File: config.mk
export PLATFORM = sky130hd
export DESIGN_NAME = xreg_bridge
export DESIGN_NICKNAME = d
export VERILOG_FILES = /design/src/rtl/xreg_pkg.sv /design/src/rtl/xreg_ctrl.sv /design/src/rtl/xreg_datapath.sv /design/src/rtl/xreg_bridge.sv
export SDC_FILE = /design/constraint.sdc
export NUM_CORES = 1
export LEC_CHECK = 0
export CAP_MARGIN = 20
export CORE_MARGIN = 2
export CORE_UTILIZATION = 60
export CTS_CLUSTER_SIZE = 8
export DETAILED_ROUTE_END_ITERATION = 7
export DONT_BUFFER_PORTS = 1
export PLACE_DENSITY = 0.82
export SYNTH_ARGS = -nofsm -noshare
export SYNTH_HDL_FRONTEND = slang
export SYNTH_HIERARCHICAL = 1
export SYNTH_SLANG_ARGS = --single-unit
File: constraint.sdc
create_clock -name clk -period 3.06 [get_ports clk]
set_input_delay 0.153 -clock clk [delete_from_list [all_inputs] [get_ports clk]]
set_output_delay 0.153 -clock clk [all_outputs]
set_load 0.02 [all_outputs]
File: src/rtl/xreg_pkg.sv
package xreg_pkg;
  localparam logic [4:0] CTRL_REG = 5'd13;
  localparam logic [4:0] WIN_REG  = 5'd14;

  localparam logic [1:0] FN_ADDR   = 2'b00;
  localparam logic [1:0] FN_NOINC  = 2'b01;
  localparam logic [1:0] FN_INC_RW = 2'b10;
  localparam logic [1:0] FN_INC_W  = 2'b11;

  typedef enum logic [2:0] {
    RD_NONE = 3'd0,
    RD_ZERO = 3'd1,
    RD_CTRL = 3'd2,
    RD_PTR  = 3'd3,
    RD_DATA = 3'd4
  } rdSelT;

  typedef struct packed {
    logic       ptrLoad;
    logic       dataWr;
    logic       ptrIncr;
    rdSelT      rdSel;
    logic       devHit;
    logic [4:0] devIdx;
  } strobeT;
endpackage

File: src/rtl/xreg_ctrl.sv
module xreg_ctrl
  import xreg_pkg::*;
#(
  parameter int DEV_BASE = 30,
  parameter int NUM_DEV  = 2
) (
  input  logic        clk,
  input  logic        rst,
  input  logic        wrEn,
  input  logic [4:0]  regNum,
  input  logic [15:0] wrData,
  input  logic        rdEn,
  output strobeT      strb,
  output logic [15:0] ctrlVal
);
  localparam logic [5:0] DEV_LO = 6'(DEV_BASE);
  localparam logic [5:0] DEV_HI = 6'(DEV_BASE + NUM_DEV);

  logic [15:0] ctrlQ;
  logic [1:0]  fn;
  logic [4:0]  dev;
  logic        hit;

  always_ff @(posedge clk) begin
    if (rst) ctrlQ <= '0;
    else if (wrEn && regNum == CTRL_REG) ctrlQ <= wrData;
  end

  assign fn      = ctrlQ[15:14];
  assign dev     = ctrlQ[4:0];
  assign hit     = ({1'b0, dev} >= DEV_LO) && ({1'b0, dev} < DEV_HI);
  assign ctrlVal = ctrlQ;

  always_comb begin
    strb        = '0;
    strb.rdSel  = RD_NONE;
    strb.devHit = hit;
    strb.devIdx = dev - 5'(DEV_BASE);
    if (wrEn) begin
      if (regNum == WIN_REG && hit) begin
        if (fn == FN_ADDR) begin
          strb.ptrLoad = 1'b1;
        end else begin
          strb.dataWr  = 1'b1;
          strb.ptrIncr = fn[1];
        end
      end
    end else if (rdEn) begin
      if (regNum == CTRL_REG) begin
        strb.rdSel = RD_CTRL;
      end else if (regNum == WIN_REG) begin
        if (fn == FN_ADDR) begin
          strb.rdSel = hit ? RD_PTR : RD_ZERO;
        end else begin
          strb.rdSel   = RD_DATA;
          strb.ptrIncr = hit && (fn == FN_INC_RW);
        end
      end else begin
        strb.rdSel = RD_ZERO;
      end
    end
  end
endmodule

File: src/rtl/xreg_datapath.sv
module xreg_datapath
  import xreg_pkg::*;
#(
  parameter int NUM_DEV   = 2,
  parameter int REG_DEPTH = 8
) (
  input  logic        clk,
  input  logic        rst,
  input  strobeT      strb,
  input  logic [15:0] wrData,
  input  logic [15:0] ctrlVal,
  output logic [15:0] rdData,
  output logic [15:0] curPtr
);
  localparam int IDX_W = (REG_DEPTH > 1) ? $clog2(REG_DEPTH) : 1;
  localparam int DEV_W = (NUM_DEV > 1) ? $clog2(NUM_DEV) : 1;
  localparam logic [16:0] DEPTH_L = 17'(REG_DEPTH);

  logic [NUM_DEV-1:0][15:0] ptrAll;
  logic [NUM_DEV-1:0][15:0] wordAll;
  logic [DEV_W-1:0]         devSel;
  logic [15:0]              curWord;

  for (genvar d = 0; d < NUM_DEV; d++) begin : gDev
    logic        sel;
    logic        inRange;
    logic [15:0] ptr;
    logic [15:0] mem [REG_DEPTH];

    assign sel     = strb.devHit && (strb.devIdx == 5'(d));
    assign inRange = {1'b0, ptr} < DEPTH_L;

    always_ff @(posedge clk) begin
      if (rst) ptr <= '0;
      else if (sel && strb.ptrLoad) ptr <= wrData;
      else if (sel && strb.ptrIncr) ptr <= ptr + 16'd1;
    end

    always_ff @(posedge clk) begin
      if (rst) begin
        for (int i = 0; i < REG_DEPTH; i++) mem[i] <= '0;
      end else if (sel && strb.dataWr && inRange) begin
        mem[ptr[IDX_W-1:0]] <= wrData;
      end
    end

    assign ptrAll[d]  = ptr;
    assign wordAll[d] = inRange ? mem[ptr[IDX_W-1:0]] : '0;
  end

  assign devSel  = strb.devIdx[DEV_W-1:0];
  assign curPtr  = strb.devHit ? ptrAll[devSel] : '0;
  assign curWord = strb.devHit ? wordAll[devSel] : '0;

  always_ff @(posedge clk) begin
    if (rst) begin
      rdData <= '0;
    end else begin
      case (strb.rdSel)
        RD_ZERO: rdData <= '0;
        RD_CTRL: rdData <= ctrlVal;
        RD_PTR:  rdData <= curPtr;
        RD_DATA: rdData <= curWord;
        default: rdData <= rdData;
      endcase
    end
  end
endmodule

File: src/rtl/xreg_bridge.sv
module xreg_bridge
  import xreg_pkg::*;
#(
  parameter int DEV_BASE  = 30,
  parameter int NUM_DEV   = 2,
  parameter int REG_DEPTH = 8
) (
  input  logic        clk,
  input  logic        rst,
  input  logic        wrEn,
  input  logic [4:0]  regNum,
  input  logic [15:0] wrData,
  input  logic        rdEn,
  output logic [15:0] rdData
);
  strobeT      strb;
  logic [15:0] ctrlVal;
  logic [15:0] curPtr;

  xreg_ctrl #(.DEV_BASE(DEV_BASE), .NUM_DEV(NUM_DEV)) u_ctrl (
    .clk(clk), .rst(rst), .wrEn(wrEn), .regNum(regNum), .wrData(wrData),
    .rdEn(rdEn), .strb(strb), .ctrlVal(ctrlVal)
  );

  xreg_datapath #(.NUM_DEV(NUM_DEV), .REG_DEPTH(REG_DEPTH)) u_dp (
    .clk(clk), .rst(rst), .strb(strb), .wrData(wrData), .ctrlVal(ctrlVal),
    .rdData(rdData), .curPtr(curPtr)
  );
endmodule

## Word level (Yosys, flattened, before mapping)

Memories as Yosys holds them, arrays and structs flattened. A register that Yosys moved wholly into a read port is not among the register bits.
Cells that the tools add are included.

| operators by class | value |
|---|---|
| order comparisons | 4 |
| eq/ne operators | 8 |
| muxes and demuxes | 45 |
| add/subtract/negate cells | 3 |
| reductions and logical operators | 20 |

Operators with widths:

| kind | number |
|---|---|
| $mux 16 | 14 |
| $pmux 16 s4 | 1 |
| $mux 3 | 11 |
| $add 16x1->16 const B | 2 |
| $lt 16x4->1 const B | 2 |
| $reduce_or 16->1 | 2 |
| $mux 1 | 15 |
| $logic_and 1x1->1 | 13 |
| $eq 5x4->1 const B | 2 |
| $eq 3x2->1 const B | 2 |
| $mux 2 | 3 |
| $eq 5x1->1 const B | 1 |
| $ge 5x5->1 const B | 1 |
| $logic_not 5->1 | 1 |
| $sub 5x5->5 const B | 1 |
| $mux 4 | 1 |
| $reduce_bool 2->1 | 2 |
| $reduce_bool 4->1 | 1 |
| $eq 3x1->1 const B | 1 |
| $eq 3x3->1 const B | 1 |
| $eq 2x2->1 const B | 1 |
| $logic_not 2->1 | 1 |
| $lt 1x2->1 const B | 1 |

| storage, ports and cells | value |
|---|---|
| RAM bits | 256 |
| output and inout bits | 16 |
| logic and storage cells | 86 |
| input bits | 25 |
| bits in registers | 64 |
| memories | 2 |

Memories:

| memory | words | bits a word | rd ports | clocked after memory_dff | wr ports | RTL line | RTL |
|---|---|---|---|---|---|---|---|
| u_dp.gDev[0].mem | 8 | 16 | 1 | 1 | 8 | xreg_datapath.sv:28 | `logic [15:0] mem [REG_DEPTH];` |
| u_dp.gDev[1].mem | 8 | 16 | 1 | 1 | 8 | xreg_datapath.sv:28 |  |

## Logic depth before layout (Yosys ltp)

| depth | value |
|---|---|
| word-level depth | 12 |
| depth in mapped cells | 11 |
| gate-level depth less buffers | 8 |

## Hierarchy

The synthesis kept the hierarchy.

Modules (own cells, without submodules):

| module | times used | cells an instance | sequential area each (sq um) | area each (sq um) |
|---|---|---|---|---|
| xreg_datapath | 1 | 1,137 | 8,768.4 | 15,275.9 |
| xreg_ctrl | 1 | 100 | 320.3 | 948.4 |

## Worst setup path before layout

Ideal clock, no wire load.

| path | value |
|---|---|
| kind | flip-flop to flip-flop |
| from | register u_ctrl.ctrlQ[2] (netlist: u_ctrl/ctrlVal[2]) |
| to | memory u_dp.gDev[1].mem[5][0] (enable) |
| slack | 0.273 ns |
| data arrival time | 2.454 ns |
| clock period less this slack | 2.787 ns |
| path buffers | 0 |
| library setup time | 0.334 ns |
| stages on the path, launching flop included | 9 |
| data required time | 2.726 ns |
| cell sequence | dfxtp_1 -> ha_1 -> inv_1 -> a211oi_1 -> nor3b_1 -> nor2b_1 -> nand4_2 -> nor4_4 -> or2_2 |

RTL lines:

| item | RTL line | RTL |
|---|---|---|
| start: declaration | xreg_ctrl.sv:19 | `logic [15:0] ctrlQ;` |
| start signal: assignment | xreg_ctrl.sv:26 | `else if (wrEn && regNum == CTRL_REG) ctrlQ <= wrData;` |
| end: declaration | xreg_datapath.sv:28 |  |

==> results.md <==
* CP max stage delay at about 600 ps
* Cts bufs inserted at 46
* Filler cell count at 1730
* Setup ws final at 115 ps
* DIE HEIGHT at 168 um
* Layout Nets at 1255
* CP arrival at 3430 ps
* H-tree levels at 2
* Syn nets at 1248
* Layout cells sized above 1 at 0.169
* Routed Antenna Nets at 0
* Post-Synthesis Cells at roughly 1200
* Critical Path Slowest Stage Cell: dlygate4sd3_1
* Final setup fails at 0
* Number of global-route vias before repair at between 10000 and 15000
* Pin count of the biggest net entering global routing at 72
* WL per Instance at 27.4 um
* Area delta synth->final at 11.6%
* WP data required at ~3600 ps
* GRT Util Overall at 0.315
* Horiz. Die Dim at around 170 um
* Setup bufs post-CTS at 0
* Synth warn at 6
* Status: finished, final reports clean
* Startpoint Class: flip-flop
* Total gr overflow at 0
* LEAKAGE at 5.84 nW
* Clk_skew at approximately 27 ps
* Crit-path cells: ha_1, xor2_1, nor4_4, buf_4, and2_1, a21oi_1, a211oi_1, dlygate4sd3_1
* Initial core utilization at 0.615
* CP Class: reg2reg
* Syn_area_per_cell at 13.2 um^2
* RSZ-0062 raised after global routing: false
* CTS tree: done
* Hold violation total from the final report at 0
* DR iter-0 viols at 1574
* CP endpoint kind: flip-flop
* Setup TNS at 0 ps
* CORE AREA at 26200 um^2
* CP Buf/Inv Count at 2
* Final Cycle Share at 0.962
* Post-DP HPWL at 26700 um
* PD cells at 556 nW/um^2
* Critical-path maximum fanout at 17
* # rows at 59
* Routed vias at 10677
* Pre-Repair DR Iteration Count at 6
* Hold slack at 14.6 ps
* Synthesized area at 16100 um^2
* VDD IR-drop max at 622 uV
* Max Cap Viol at 0
* Placement Setup Slack at between 100 and 150 ps
* Die ar. at 28200 um^2
* Post-route DRC violation count at 0
* ANT cells at 0
* Max-slew violations at 0
* Initial antenna violation count at 6
* # IOs at between 40 and 50
* Root Driver: clkbuf_16
* Drt via density at 6.73
* Hold Crit Class: in2reg
* Clock sinks at between 300 and 400
* Reg clk slew, reported paths at 60 ps
* Slew @ Worst Pin at approximately 1200 ps
* Crit path time final at 2940 ps
* Max Root-Sink Buffers at 3
* Slew headroom at 0.226
* Final wirelength at 43400 um
* Worst path top cell family by delay: buffers and inverters
* Max Fclk at 340 MHz
* First-pass GRT wire length at 65700 um
* Overall Power at 10.0 mW
* Buffers on Ports at 0
* Worst skew pair latency at between 500 and 600 ps
* GPL Wtd Cong at around 0.92
* Final design utilization at 0.686
through the flow:
step                instances  area, um^2
finish                   1587       18000
global route             1587       18000
CTS                      1586       17900
detailed placement       1491       16400
global placement         1491       16400
floorplan                1220       16100
placed cells by master (no fill, tap or decap), types with 11 or more instances in the layout:
master,instances
nor4_4,14
nand2b_1,42
dfxtp_1,68
or2_4,14
mux2i_1,64
edfxtp_1,256
clkbuf_1,24
nand2_1,25
clkbuf_16,47
dlygate4sd3_1,22
nor4_1,13
nand3_1,13
buf_4,37
inv_1,11
o21ai_0,41
mux4_2,64
a21oi_1,24
nor2_1,18
o221ai_1,15
and2_1,255
a21o_1,17
nor3_1,12
and3_1,14
a2bb2oi_1,15
report_power, final:
part	switching, mW	internal [mW]	total [mW]
clock	1.83	2.81	4.64
sequential	0.0591	4.94	5.00
combinational	0.239	0.117	0.357
total	2.13	7.86	10.0
final cells by class:
type                    instances  area, um^2  area share
clock buffers                  71        1270      0.0704
flip-flops and latches        326        9090       0.505
multi-input cells             781        6590       0.366
clock inverters                 2        32.5     0.00181
inverters                      11        41.3     0.00230
well taps                     335         419      0.0233
repair buffers                 61         546      0.0303
state kept, by name, indices dropped and copies added, names as in the netlist, named ones only:
register and cells:
u_dp/gDev.mem 256, u_ctrl/ctrlVal 16, u_dp/rdData 16, u_dp/gDev.ptr 32
what timing repair did:
item,CTS,global route
resized for setup,0,19
hold buffers,22,1
endpoints found under the hold margin,316,1
endpoints found under the setup margin,0,220
layer usage:
layer  up-vias  part of all wire  GRT usage
li1       4606                 -          -
met1      5260              0.38      0.432
met2       678              0.45      0.484
met3       125              0.12     0.0842
met4         8             0.043      0.125
met5         -            0.0011          0
worst paths after layout:
| path | startpoint | end | slack (ps) | cells after the start |
|---|---|---|---|---|
| min reg2reg | u_ctrl/ctrlVal[10] | u_ctrl/ctrlVal[10] | 480 | 2 |
| max | u_ctrl/ctrlVal[1] | u_dp/gDev[1].ptr[6] | 120 | 8 |
| max reg2reg | u_ctrl/ctrlVal[1] | u_dp/gDev[1].ptr[6] | 120 | 8 |
| min | rst | u_dp/gDev[1].mem[6][4] | 10 | 1 |
No activity file was read; power rests on OpenSTA's default activity.
